<file path="src/rtl/pma_pkg.sv">
package pma_pkg;

  typedef enum logic [1:0] {
    TGT_INIT  = 2'b00,
    TGT_DESC  = 2'b01,
    TGT_RXBUF = 2'b10,
    TGT_TXBUF = 2'b11
  } tgt_e;

  typedef enum logic [3:0] {
    BC_MEM_RD  = 4'b0110,
    BC_MEM_WR  = 4'b0111,
    BC_RD_MULT = 4'b1100,
    BC_RD_LINE = 4'b1110
  } bus_cmd_e;

  typedef enum logic [1:0] {
    PH_IDLE = 2'b00,
    PH_REQ  = 2'b01,
    PH_ADDR = 2'b10,
    PH_PAR  = 2'b11
  } phase_e;

  // which target/direction pairs have a meaning
  function automatic logic access_legal(input tgt_e tgt, input logic wr);
    case (tgt)
      TGT_INIT:  access_legal = !wr;
      TGT_DESC:  access_legal = 1'b1;
      TGT_RXBUF: access_legal = wr;
      default:   access_legal = !wr;
    endcase
  endfunction

  // command for a legal access
  function automatic bus_cmd_e pick_cmd(input tgt_e tgt, input logic wr,
                                        input logic burst, input logic line_sel);
    if (wr)
      pick_cmd = BC_MEM_WR;
    else if (tgt == TGT_TXBUF && burst)
      pick_cmd = line_sel ? BC_RD_LINE : BC_RD_MULT;
    else
      pick_cmd = BC_MEM_RD;
  endfunction

  // even parity bit: xor of all bits
  function automatic logic even_par(input logic [63:0] v, input int n);
    logic acc;
    acc = 1'b0;
    for (int i = 0; i < 64; i++)
      if (i < n) acc = acc ^ v[i];
    return acc;
  endfunction

endpackage

</file>
<file path="src/rtl/pma_cmd_map.sv">
module pma_cmd_map
  import pma_pkg::*;
(
  input  logic [1:0] tgt,
  input  logic       wr,
  input  logic       burst,
  input  logic       line_sel,
  output logic [3:0] cmd,
  output logic       legal
);
  tgt_e tgt_t;
  always_comb begin
    tgt_t = tgt_e'(tgt);
    legal = access_legal(tgt_t, wr);
    cmd   = pick_cmd(tgt_t, wr, burst, line_sel);
  end
endmodule

</file>
<file path="src/rtl/pma_par_gen.sv">
module pma_par_gen
  import pma_pkg::*;
#(
  parameter int W = 36
) (
  input  logic         clk,
  input  logic         rst_n,
  input  logic         en,
  input  logic [W-1:0] data,
  output logic         par_q,
  output logic         par_oe_q
);
  localparam int PADW = 64 - W;
  logic [63:0] wide;
  logic        par_d;

  generate
    if (PADW > 0) begin : g_pad
      assign wide = {{PADW{1'b0}}, data};
    end else begin : g_nopad
      assign wide = data[63:0];
    end
  endgenerate

  always_comb par_d = even_par(wide, W);

  always_ff @(posedge clk or negedge rst_n) begin
    if (!rst_n) begin
      par_q    <= 1'b0;
      par_oe_q <= 1'b0;
    end else begin
      par_oe_q <= en;
      par_q    <= en ? par_d : 1'b0;
    end
  end
endmodule

</file>
<file path="src/rtl/pma_seq.sv">
module pma_seq
  import pma_pkg::*;
(
  input  logic   clk,
  input  logic   rst_n,
  input  logic   req_valid,
  input  logic   req_legal,
  input  logic   gnt_i,
  input  logic   frame_i,
  input  logic   irdy_i,
  output phase_e phase,
  output logic   accept,
  output logic   launch
);
  phase_e nxt;
  logic   bus_idle;

  always_comb begin
    bus_idle = !frame_i && !irdy_i;
    accept   = (phase == PH_IDLE) && req_valid && req_legal;
    launch   = (phase == PH_REQ) && gnt_i && bus_idle;
    nxt      = phase;
    case (phase)
      PH_IDLE: if (accept) nxt = PH_REQ;
      PH_REQ:  if (launch) nxt = PH_ADDR;
      PH_ADDR: nxt = PH_PAR;
      default: nxt = PH_IDLE;
    endcase
  end

  always_ff @(posedge clk or negedge rst_n) begin
    if (!rst_n) phase <= PH_IDLE;
    else        phase <= nxt;
  end
endmodule

</file>
<file path="src/rtl/pci_mstr_acq.sv">
module pci_mstr_acq
  import pma_pkg::*;
#(
  parameter int AW = 32
) (
  input  logic          clk,
  input  logic          rst_n,
  input  logic          dma_valid,
  input  logic [1:0]    dma_tgt,
  input  logic          dma_write,
  input  logic          dma_burst,
  input  logic [AW-1:0] dma_addr,
  input  logic          line_rd_sel,
  output logic          dma_ready,
  output logic          bus_req,
  input  logic          bus_gnt,
  input  logic          bus_frame_in,
  input  logic          bus_irdy_in,
  output logic [AW-1:0] ad_out,
  output logic          ad_oe,
  output logic [3:0]    cbe_out,
  output logic          frame_out,
  output logic          par_out,
  output logic          par_oe,
  output logic          addr_done
);
  localparam int CW = 4;
  localparam int PW = AW + CW;

  // named internal events for the checker
  phase_e          phase;
  logic            accept;
  logic            launch;
  logic            in_addr;
  logic [CW-1:0]   map_cmd;
  logic            map_legal;
  logic [AW-1:0]   addr_q;
  logic [CW-1:0]   cmd_q;

  pma_cmd_map u_map (
    .tgt      (dma_tgt),
    .wr       (dma_write),
    .burst    (dma_burst),
    .line_sel (line_rd_sel),
    .cmd      (map_cmd),
    .legal    (map_legal)
  );

  pma_seq u_seq (
    .clk       (clk),
    .rst_n     (rst_n),
    .req_valid (dma_valid),
    .req_legal (map_legal),
    .gnt_i     (bus_gnt),
    .frame_i   (bus_frame_in),
    .irdy_i    (bus_irdy_in),
    .phase     (phase),
    .accept    (accept),
    .launch    (launch)
  );

  always_ff @(posedge clk or negedge rst_n) begin
    if (!rst_n) begin
      addr_q <= '0;
      cmd_q  <= '0;
    end else if (accept) begin
      addr_q <= dma_addr;
      cmd_q  <= map_cmd;
    end
  end

  always_comb begin
    in_addr   = (phase == PH_ADDR);
    dma_ready = (phase == PH_IDLE);
    bus_req   = (phase == PH_REQ);
    frame_out = in_addr;
    ad_oe     = in_addr;
    ad_out    = in_addr ? addr_q : '0;
    cbe_out   = in_addr ? cmd_q : '0;
    addr_done = (phase == PH_PAR);
  end

  pma_par_gen #(.W(PW)) u_par (
    .clk      (clk),
    .rst_n    (rst_n),
    .en       (in_addr),
    .data     ({ad_out, cbe_out}),
    .par_q    (par_out),
    .par_oe_q (par_oe)
  );
endmodule

</file>
<file path="config.mk">
export PLATFORM = sky130hd
export DESIGN_NAME = pci_mstr_acq
export DESIGN_NICKNAME = d
export VERILOG_FILES = /design/src/rtl/pma_pkg.sv /design/src/rtl/pma_cmd_map.sv /design/src/rtl/pma_par_gen.sv /design/src/rtl/pma_seq.sv /design/src/rtl/pci_mstr_acq.sv
export SDC_FILE = /design/constraint.sdc
export NUM_CORES = 1
export LEC_CHECK = 0
export ABC_AREA = 1
export BUFFER_PORTS_ARGS = -buffer_cell sky130_fd_sc_hd__buf_2
export CORE_MARGIN = 1.5
export CORE_UTILIZATION = 46
export CTS_CLUSTER_DIAMETER = 100
export DETAILED_ROUTE_END_ITERATION = 7
export PLACE_DENSITY = 0.83
export SLEW_MARGIN = 20
export SYNTH_ARGS = -nofsm -noshare
export SYNTH_HDL_FRONTEND = slang
export SYNTH_HIERARCHICAL = 1
export SYNTH_SLANG_ARGS = --single-unit
</file>
<file path="constraint.sdc">
create_clock -name clk -period 1.7 [get_ports clk]
set_input_delay 0.085 -clock clk [delete_from_list [all_inputs] [get_ports clk]]
set_output_delay 0.085 -clock clk [all_outputs]
set_load 0.05 [all_outputs]
</file>
==> results of run 1 <==
[power groups by stage]
stage	clock, mW	combinational [mW]	sequential [mW]
6_report	0.773	6.33	1.66
5_1_grt	0.817	6.77	1.71
4_1_cts	0.776	5.38	1.61
3_5_place_dp	0	4.99	1.62
3_3_place_gp	0	4.83	1.61
2_1_floorplan	0	3.77	1.66
[per-stage QoR]
stage          worst slack (ns)  instances  TNS (ns)  hold WS, ns
4_1_cts                  -0.246        643    -0.246     0.000274
5_1_grt                  -0.522        650     -1.04      0.00310
3_3_place_gp             -0.159        609    -0.159       -0.120
6_report                 -0.434        650    -0.461      0.00755
2_1_floorplan            -0.396        428    -0.396       -0.211
3_5_place_dp             -0.228        609    -0.228       -0.122
[critical path: stages (launching register included)]
cell and delay (ns):
dfrtp_1 0.41, inv_4 0.13, nand2_8 0.09, buf_6 0.16, nor2_4 0.10, xnor2_2 0.13, xor2_1 0.31, inv_1 0.13
nand2_1 0.13, nand2_2 0.09, nand2_2 0.09, inv_1 0.07, nor2_2 0.08, nand2_1 0.07, a21oi_2 0.11
[cell type report]
cell class / instances / area [µm²]
tap: 72 / 90.1
timing repair buffer: 154 / 1190
clock inverter: 2 / 35.0
sequential: 40 / 1000
multi-input combinational: 286 / 1600
clock buffer: 6 / 72.6
fill: 373 / 1270
inverter: 90 / 348
[cells in the final DEF, fill, tap and decap left out, drive strengths merged]
master / count
clkinv: 1
ha: 6
o21ai: 1
nand3: 16
inv: 90
dlygate4sd3: 17
dfrtp: 40
bufbuf: 1
a21oi: 2
conb: 1
xor2: 4
nor2: 50
bufinv: 1
clkbuf: 11
nand2: 202
buf: 131
xnor2: 2
or2: 2
[metal layers]
layer  part of all wire, %  global-route usage [%]
met4                   3.3                    7.37
met2                    51                    45.3
met5                     0                       0
met1                    40                    30.7
met3                   6.0                    3.66
[state kept, by name, indices dropped and copies added, names as in the netlist]
name            cells
addr_q             32
cmd_q               4
u_par/par_oe_q      1
u_par/par_q         1
u_seq/phase         2
[path summary, 6_finish.rpt]
| kind | from | to | slack [ns] | cells past startpoint |
|---|---|---|---|---|
| max | u_seq/phase[0]$_DFFE_PN0P_ | u_par/par_q$_DFF_PN0_ | -0.43 | 14 |
| min | dma_addr[10] | addr_q[10]$_DFFE_PN0P_ | 0.008 | 3 |
| max reg2reg | u_seq/phase[0]$_DFFE_PN0P_ | u_par/par_q$_DFF_PN0_ | -0.43 | 14 |
| min reg2reg | addr_q[2]$_DFFE_PN0P_ | addr_q[2]$_DFFE_PN0P_ | 0.47 | 2 |
| max in group asynchronous | rst_n | u_seq/phase[1]$_DFFE_PN0P_ | 1.11 | 3 |
| min in group asynchronous | rst_n | u_par/par_oe_q$_DFF_PN0_ | 0.10 | 2 |
[repair_timing]
action | CTS | global route
pin swaps | 8 | 24
hold endpoints to repair | 56 | 0
setup buffers | 7 | 6
cloned | 2 | 2
hold buffers | 17 | 0
endpoints found under the setup margin | 3 | 29
gates resized for setup | 14 | 63
==> reports/results.ini, run 1 <==
[outcome]
status = finished with violations
failed_checks = setup timing

[power_and_ir_drop]
seq_power_share_pct = 18.9
p_switching_mw = 4.70
power.internal_mw = 4.06
p_per_area_mw_per_mm2 = 2020
switching_share_pct = 53.7
peakVddDrop_mv = 1.21
p_comb_share_pct = 72.2
p_total_mw = 8.76
p_leak_nw = 2.47
clkPwrFrac_pct = 8.8

[layout]
utilization_pct = 77.3
fin_area_mm2 = 0.00434
diodes = 0
drive_above_1_share_pct = 40.0
layout-area-overhead-vs-synth_pct = 60.2
num-nets-final = 626

[clocking]
cts_inserted_buffers = 5
cts.sinks = 40
cts_tree = built
clkTransAtPathRegs_ns = 0.08
h-tree-depth = 2
clk_path_buf_depth = 2
clk_latency_ns = 0.30
cts_root_buf = clkbuf_8

[global_route]
gr-total-overflow = 0
track_usage_pct = 25.1
grt_pass1_vias = 2824
grt_max_degree = 37
grt_pass1_wl_um = 12400
antenna_found_initial = 0

[floorplanning]
coreArea_mm2 = 0.00561
fp.dieW_um = 79.7
dieArea_mm2 = 0.00635
die_h_um = 79.7
io_pins = 86
rows = 27
initial_core_util_pct = 48.3

[routing]
drt_pass1_iterations = 6
wl_um = 8810
wire_per_inst_um = 13.6
viasPerCell = 4.98
num_vias = 3235
drt_iter0_drc = 218
route.detailed.drc = 0
drtAntennaViolNets = 0

[placed_design]
placed_cell_area_mm2 = 0.00362
detailed_place_hpwl_um = 5020
io_buffers = 85
place_congestion = 0.770

[timing]
min_period_ns = 2.13
rsz0062_at_grt = yes
setup-violations-final = 3
clock_skew_ns = 0.0107
fin_crit_sh_pct = 126
timing.final.ws_setup_ns = -0.434
finalHoldViolCount = 0
final_max_slew_viol_count = 0
fmax_mhz = 469

[synth]
yosys_warnings = 6
syn-cell-area_mm2 = 0.00271
synth.net_count = 477
synthCells = 428
syn_avg_cell_area_um2 = 6.32

[job]
max_cap_violations = 0

[worst_hold_path]
hold_path.class = input pin to flop

[setup_path]
crit_path_start_kind = flop
crit_path_max_fanout = 5
required_ns = 1.93
cp.arrival_ns = 2.36
crit_type = flop to flop
endpoint_kind = flop

Power figures use the tool's default switching activity.
==> run 2: changes to the inputs <==
--- a/config.mk
+++ b/config.mk
@@ -8,10 +8,10 @@
 export ABC_AREA = 1
 export BUFFER_PORTS_ARGS = -buffer_cell sky130_fd_sc_hd__buf_2
 export CORE_MARGIN = 1.5
-export CORE_UTILIZATION = 46
+export CORE_UTILIZATION = 55
 export CTS_CLUSTER_DIAMETER = 100
 export DETAILED_ROUTE_END_ITERATION = 7
-export PLACE_DENSITY = 0.83
+export PLACE_DENSITY = 0.92
 export SLEW_MARGIN = 20
 export SYNTH_ARGS = -nofsm -noshare
 export SYNTH_HDL_FRONTEND = slang
==> constraint.sdc (replaced) <==
create_clock -name clk -period 2.7 [get_ports clk]
set_input_delay 0.135 -clock clk [delete_from_list [all_inputs] [get_ports clk]]
set_output_delay 0.135 -clock clk [all_outputs]
set_load 0.05 [all_outputs]
==> reports/results.ini, run 2 (synthesized netlist as in run 1, its figures left out) <==
[outcome]
status = complete, no violations

[clocking]
h-tree-depth = 2
clkTransAtPathRegs_ns = 0.08
cts_root_buf = clkbuf_8
cts_tree = built
clk_latency_ns = 0.29
clk_path_buf_depth = 2
cts.sinks = 40
cts_setup_buffers = 0
cts_inserted_buffers = 5

[worst_hold_path]
min_from = dma_addr[24]
hold_path.class = input pin to flop
hold_depth = 3
holdPathEnd = addr_q[24]$_DFFE_PN0P_

[floorplanning]
io_pins = 86
rows = 25
die_h_um = 73.1
fp.dieW_um = 73.1
dieArea_mm2 = 0.00535
coreArea_mm2 = 0.00472
initial_core_util_pct = 57.3

[setup_path]
crit_type = flop to flop
worstSetupStartpoint = u_seq/phase[0]$_DFFE_PN0P_
crit_path_start_kind = flop
endpoint_kind = flop
critPathTopFamily = simple AND/OR/NAND/NOR gates
crit_path_top_delay_cell = dfrtp_1
r2r_cells = 17
cp.arrival_ns = 2.48
r2r-start = u_seq/phase[0]$_DFFE_PN0P_
worst-path-buf-inv = 3
rr_endpoint = u_par/par_q$_DFF_PN0_
crit_path_max_fanout = 37
slowest_delay_ns = 0.43
cp_common_cell = nand2_1
required_ns = 2.93
crit_chain = inv_1, nand2_4, nor2_1, nand2_1, inv_1, nor2_1, nand2_1, nand2_1, nand2_1, nand2_1, nand2_1, nand2_1, nand2_1, inv_1, nor2_2, nand2_1, a21oi_2
r2r_slack_ns = 0.45

[global_route]
grt_max_degree = 41
antenna_found_initial = 0
use_met1_pct = 27.4
track_usage_pct = 24.4
grt_pass1_vias = 2540
grtUsageMet3_pct = 5.80
gr-total-overflow = 0
grt_pass1_wl_um = 10200
use_met2_pct = 45.6
busiest_layer = met2

[layout]
drive_above_1_share_pct = 24.7
layout_common_cells = nand2_1 (197), inv_1 (87), buf_2 (85)
regMostFlops = addr_q
utilization_pct = 68.4
largest_register_ffs = 32
diodes = 0
top_regs = addr_q x32, cmd_q x4, u_seq/phase x2
layout-area-overhead-vs-synth_pct = 19.3
mostFrequentLayoutCell = nand2_1
num-nets-final = 559

[power_and_ir_drop]
p_per_area_mw_per_mm2 = 1250
peakVddDrop_mv = 0.562
p_leak_nw = 2.06

[timing]
finalHoldViolCount = 0
fin_crit_sh_pct = 83.4
relSlewSlack_pct = 41.8
hold_ws_ns = 0.0389
rsz0062_at_grt = no
timing.final.ws_setup_ns = 0.448
clock_skew_ns = 0.0134
tightest_slew_ns = 0.873
setup-violations-final = 0
fmax_mhz = 444
setup_tns_ns = 0
min_period_ns = 2.25
final_max_slew_viol_count = 0

[routing]
drtAntennaViolNets = 0
drt_pass1_iterations = 4
drt_iter0_drc = 94
wire_per_inst_um = 10.2
wl_um = 5870
num_vias = 2598
route.detailed.drc = 0
viasPerCell = 4.49

[placed_design]
place_congestion = 0.774
dp_slack_ns = 0.465
io_buffers = 85
detailed_place_hpwl_um = 4490

[job]
max_cap_violations = 0

[run 2: power breakdown]
group	total (mW)	internal [mW]	leakage [nW]	switching (mW)
clock	0.410	0.209	0.0455	0.201
combinational	2.59	0.714	1.51	1.88
sequential	1.03	0.872	0.501	0.155
total	4.03	1.79	2.06	2.24
[run 2: how the worst max path moves through the flow]
stage	to	slack, ns	cells past startpoint
6_report	u_par/par_q$_DFF_PN0_	0.45	17
5_1_grt	u_par/par_q$_DFF_PN0_	0.16	17
4_1_cts	u_par/par_q$_DFF_PN0_	0.46	17
3_5_place_dp	u_par/par_q$_DFF_PN0_	0.47	17
3_3_place_gp	u_par/par_q$_DFF_PN0_	0.53	17
2_1_floorplan	u_par/par_q$_DFF_PN0_	0.18	18
[run 2: timing repair]
item / CTS / global route
setup endpoints to repair: 0 / 0
hold buffers: 1 / 0
gates resized for setup: 0 / 0
endpoints found under the hold margin: 31 / 0
[run 2: area by class of cell]
| type | count | area (µm²) |
|---|---|---|
| Clock buffer | 8 | 90.1 |
| Inverter | 90 | 340 |
| Timing Repair Buffer | 88 | 450 |
| Tap cell | 67 | 83.8 |
| Sequential cell | 40 | 1000 |
| Fill cell | 417 | 1490 |
| Multi-Input combinational cell | 285 | 1260 |
[run 2: per-stage QoR]
| step | total power [mW] | instance area [µm²] | std cells |
|---|---|---|---|
| 2_1_floorplan | 3.17 | 2710 | 428 |
| 3_3_place_gp | 3.52 | 3130 | 569 |
| 3_5_place_dp | 3.63 | 3130 | 569 |
| 4_1_cts | 4.05 | 3230 | 578 |
| 5_1_grt | 4.45 | 3230 | 578 |
| 6_report | 4.03 | 3230 | 578 |
[run 2: layer usage]
metal  up-vias  wire, µm
met5         -         0
met3         7       275
li1       1381         -
met2        51      3090
met1      1159      2440
met4         0        66
[run 2: tightest hold or removal path, delay by kind of cell]
kind | cells | cell delay, ns
buffers and inverters | 1 | 0.07
AND/OR/NAND/NOR | 2 | 0.10
==> run 3: changes to the inputs <==
--- a/config.mk
+++ b/config.mk
@@ -8,10 +8,10 @@
 export ABC_AREA = 1
 export BUFFER_PORTS_ARGS = -buffer_cell sky130_fd_sc_hd__buf_2
 export CORE_MARGIN = 1.5
-export CORE_UTILIZATION = 55
+export CORE_UTILIZATION = 51
 export CTS_CLUSTER_DIAMETER = 100
 export DETAILED_ROUTE_END_ITERATION = 7
-export PLACE_DENSITY = 0.92
+export PLACE_DENSITY = 0.87
 export SLEW_MARGIN = 20
 export SYNTH_ARGS = -nofsm -noshare
 export SYNTH_HDL_FRONTEND = slang
==> constraint.sdc (replaced) <==
create_clock -name clk -period 2.1 [get_ports clk]
set_input_delay 0.105 -clock clk [delete_from_list [all_inputs] [get_ports clk]]
set_output_delay 0.105 -clock clk [all_outputs]
set_load 0.05 [all_outputs]
==> reports/results.ini, run 3 (synthesized netlist as in run 1, its figures left out) <==
[timing]
finalHoldViolCount = 2
fin_crit_sh_pct = 98.8
min_period_ns = 2.07
hold_ws_ns = -0.00395
setup-violations-final = 0
final_max_slew_viol_count = 0
clock_skew_ns = 0.00421
tightest_slew_ns = 0.906
rsz0062_at_grt = yes
fmax_mhz = 482
relSlewSlack_pct = 39.6
timing.final.ws_setup_ns = 0.0254

[routing]
route.detailed.drc = 0
num_vias = 2843
drt_iter0_drc = 154
wl_um = 6990
wire_per_inst_um = 11.7
drt_pass1_iterations = 4
viasPerCell = 4.75
drtAntennaViolNets = 0

[power_and_ir_drop]
clkPwrFrac_pct = 8.1
power.internal_mw = 2.71
p_per_area_mw_per_mm2 = 1680
peakVddDrop_mv = 0.971
p_leak_nw = 2.18
p_comb_share_pct = 70.6
switching_share_pct = 56.0
p_switching_mw = 3.46
seq_power_share_pct = 21.3

[layout]
largest_register_ffs = 32
drive_above_1_share_pct = 33.5
mostFrequentLayoutCell = nand2_1
diodes = 0
regMostFlops = addr_q
top_regs = addr_q x32, cmd_q x4, u_seq/phase x2
layout_common_cells = nand2_1 (186), inv_1 (85), buf_2 (85)
num-nets-final = 577
finalNonFillerCells = 599
layout-area-overhead-vs-synth_pct = 35.7
fin_area_mm2 = 0.00367

[job]
max_cap_violations = 0

[global_route]
gr-total-overflow = 0
grt_pass1_wl_um = 9940
grt_pass1_vias = 2463
grt_max_degree = 41
track_usage_pct = 22.7
antenna_found_initial = 0

[floorplanning]
initial_core_util_pct = 53.0
fp.dieW_um = 75.8
dieArea_mm2 = 0.00575
io_pins = 86
coreArea_mm2 = 0.00511
rows = 26
die_h_um = 75.8

[clocking]
h-tree-depth = 2
clkTransAtPathRegs_ns = 0.08
cts_tree = built
clk_path_buf_depth = 2
clk_latency_ns = 0.30
cts_inserted_buffers = 5
cts_root_buf = clkbuf_8
cts.sinks = 40

[setup_path]
crit_type = flop to flop
r2r-start = u_seq/phase[0]$_DFFE_PN0P_
worstSetupStartpoint = u_seq/phase[0]$_DFFE_PN0P_
crit_path_max_fanout = 8
cp.arrival_ns = 2.31
required_ns = 2.33
endpoint_kind = flop
crit_path_start_kind = flop

[placed_design]
place_inst = 577
place_congestion = 0.781
dp_slack_ns = 0.104
detailed_place_hpwl_um = 4850
io_buffers = 85
placed_cell_area_mm2 = 0.00337

[outcome]
status = finished with violations
failed_checks = hold timing

[worst_hold_path]
min_from = dma_addr[24]
hold_path.class = input pin to flop

[run 3: cell types whose count changed in the layout (fill, tap and decap cells not counted), moves of 4 or more]
cell     before  now
nand3_1      16   11
nand2_2       3   14
nand3_2       0    5
nor2_4        0   27
nor2_1       26   10
buf_12        0    4
nand2_1     197  186
nor2_2       24   13
buf_4         2   12
[run 3: metrics by stage]
stage / utilization, % / total power [mW] / TNS, ns
floorplan: - / 4.40 / 0
global placement: 66.0 / 4.95 / 0
detailed placement: 66.0 / 5.13 / 0
CTS: 68.2 / 5.64 / 0
global route: 71.9 / 6.62 / -0.126
finish: 71.9 / 6.17 / 0
[run 3: worst paths after layout]
path / to / slack [ns] / depth (start not counted)
worst max register to register: u_par/par_q$_DFF_PN0_ / 0.03 / 16
worst min register to register: addr_q[17]$_DFFE_PN0P_ / 0.47 / 2
min in group asynchronous: addr_q[27]$_DFFE_PN0P_ / 0.47 / 2
worst max-delay path: u_par/par_q$_DFF_PN0_ / 0.03 / 16
max in group asynchronous: u_seq/phase[1]$_DFFE_PN0P_ / 1.01 / 2
worst min-delay path: addr_q[24]$_DFFE_PN0P_ / -0.004 / 3
[run 3: metal layers]
layer | routed length [µm] | vias up | GRT usage, % | part of all wire [%]
li1 | - | 1414 | - | -
met1 | 2800 | 1311 | 24.3 | 40
met2 | 3720 | 94 | 43.4 | 53
met3 | 315 | 24 | 4.76 | 4.5
met4 | 152 | 0 | 7.94 | 2.2
met5 | 0 | - | 0 | 0
[run 3: layout make-up]
cell class              count  area (µm²)
clock buffers               7        76.3
clock inverters             1        5.00
fillers                   432        1430
inverters                  90         340
multi-input cells         285        1500
flip-flops and latches     40        1000
well taps                  70        87.6
repair buffers            106         662
[run 3: critical path, stage by stage, from the launching register on]
cell     delay [ns]
dfrtp_1        0.39
inv_2          0.11
nand2_8        0.09
buf_12         0.17
buf_12         0.13
nor2_4         0.13
xor2_1         0.15
nand2_1        0.12
nand2_1        0.08
nand2_1        0.07
nand2_1        0.07
nand2_1        0.06
nand2_2        0.08
inv_1          0.06
nand2_2        0.07
nand3_2        0.09
a21oi_2        0.13
[run 3: timing repair]
action                                  in CTS  in global routing
endpoints found under the setup margin       0                  1
hold buffers                                 3                  0
buffers inserted                             0                 10
gates resized for setup                      0                 21
hold endpoints to repair                    42                  0
[run 3: power groups by stage]
stage          Clock [mW]  Sequential [mW]  Combinational [mW]
2_1_floorplan           0             1.34                3.05
3_3_place_gp            0             1.32                3.64
3_5_place_dp            0             1.33                3.79
4_1_cts             0.507             1.32                3.81
6_report            0.502             1.31                4.35
5_1_grt             0.541             1.35                4.73
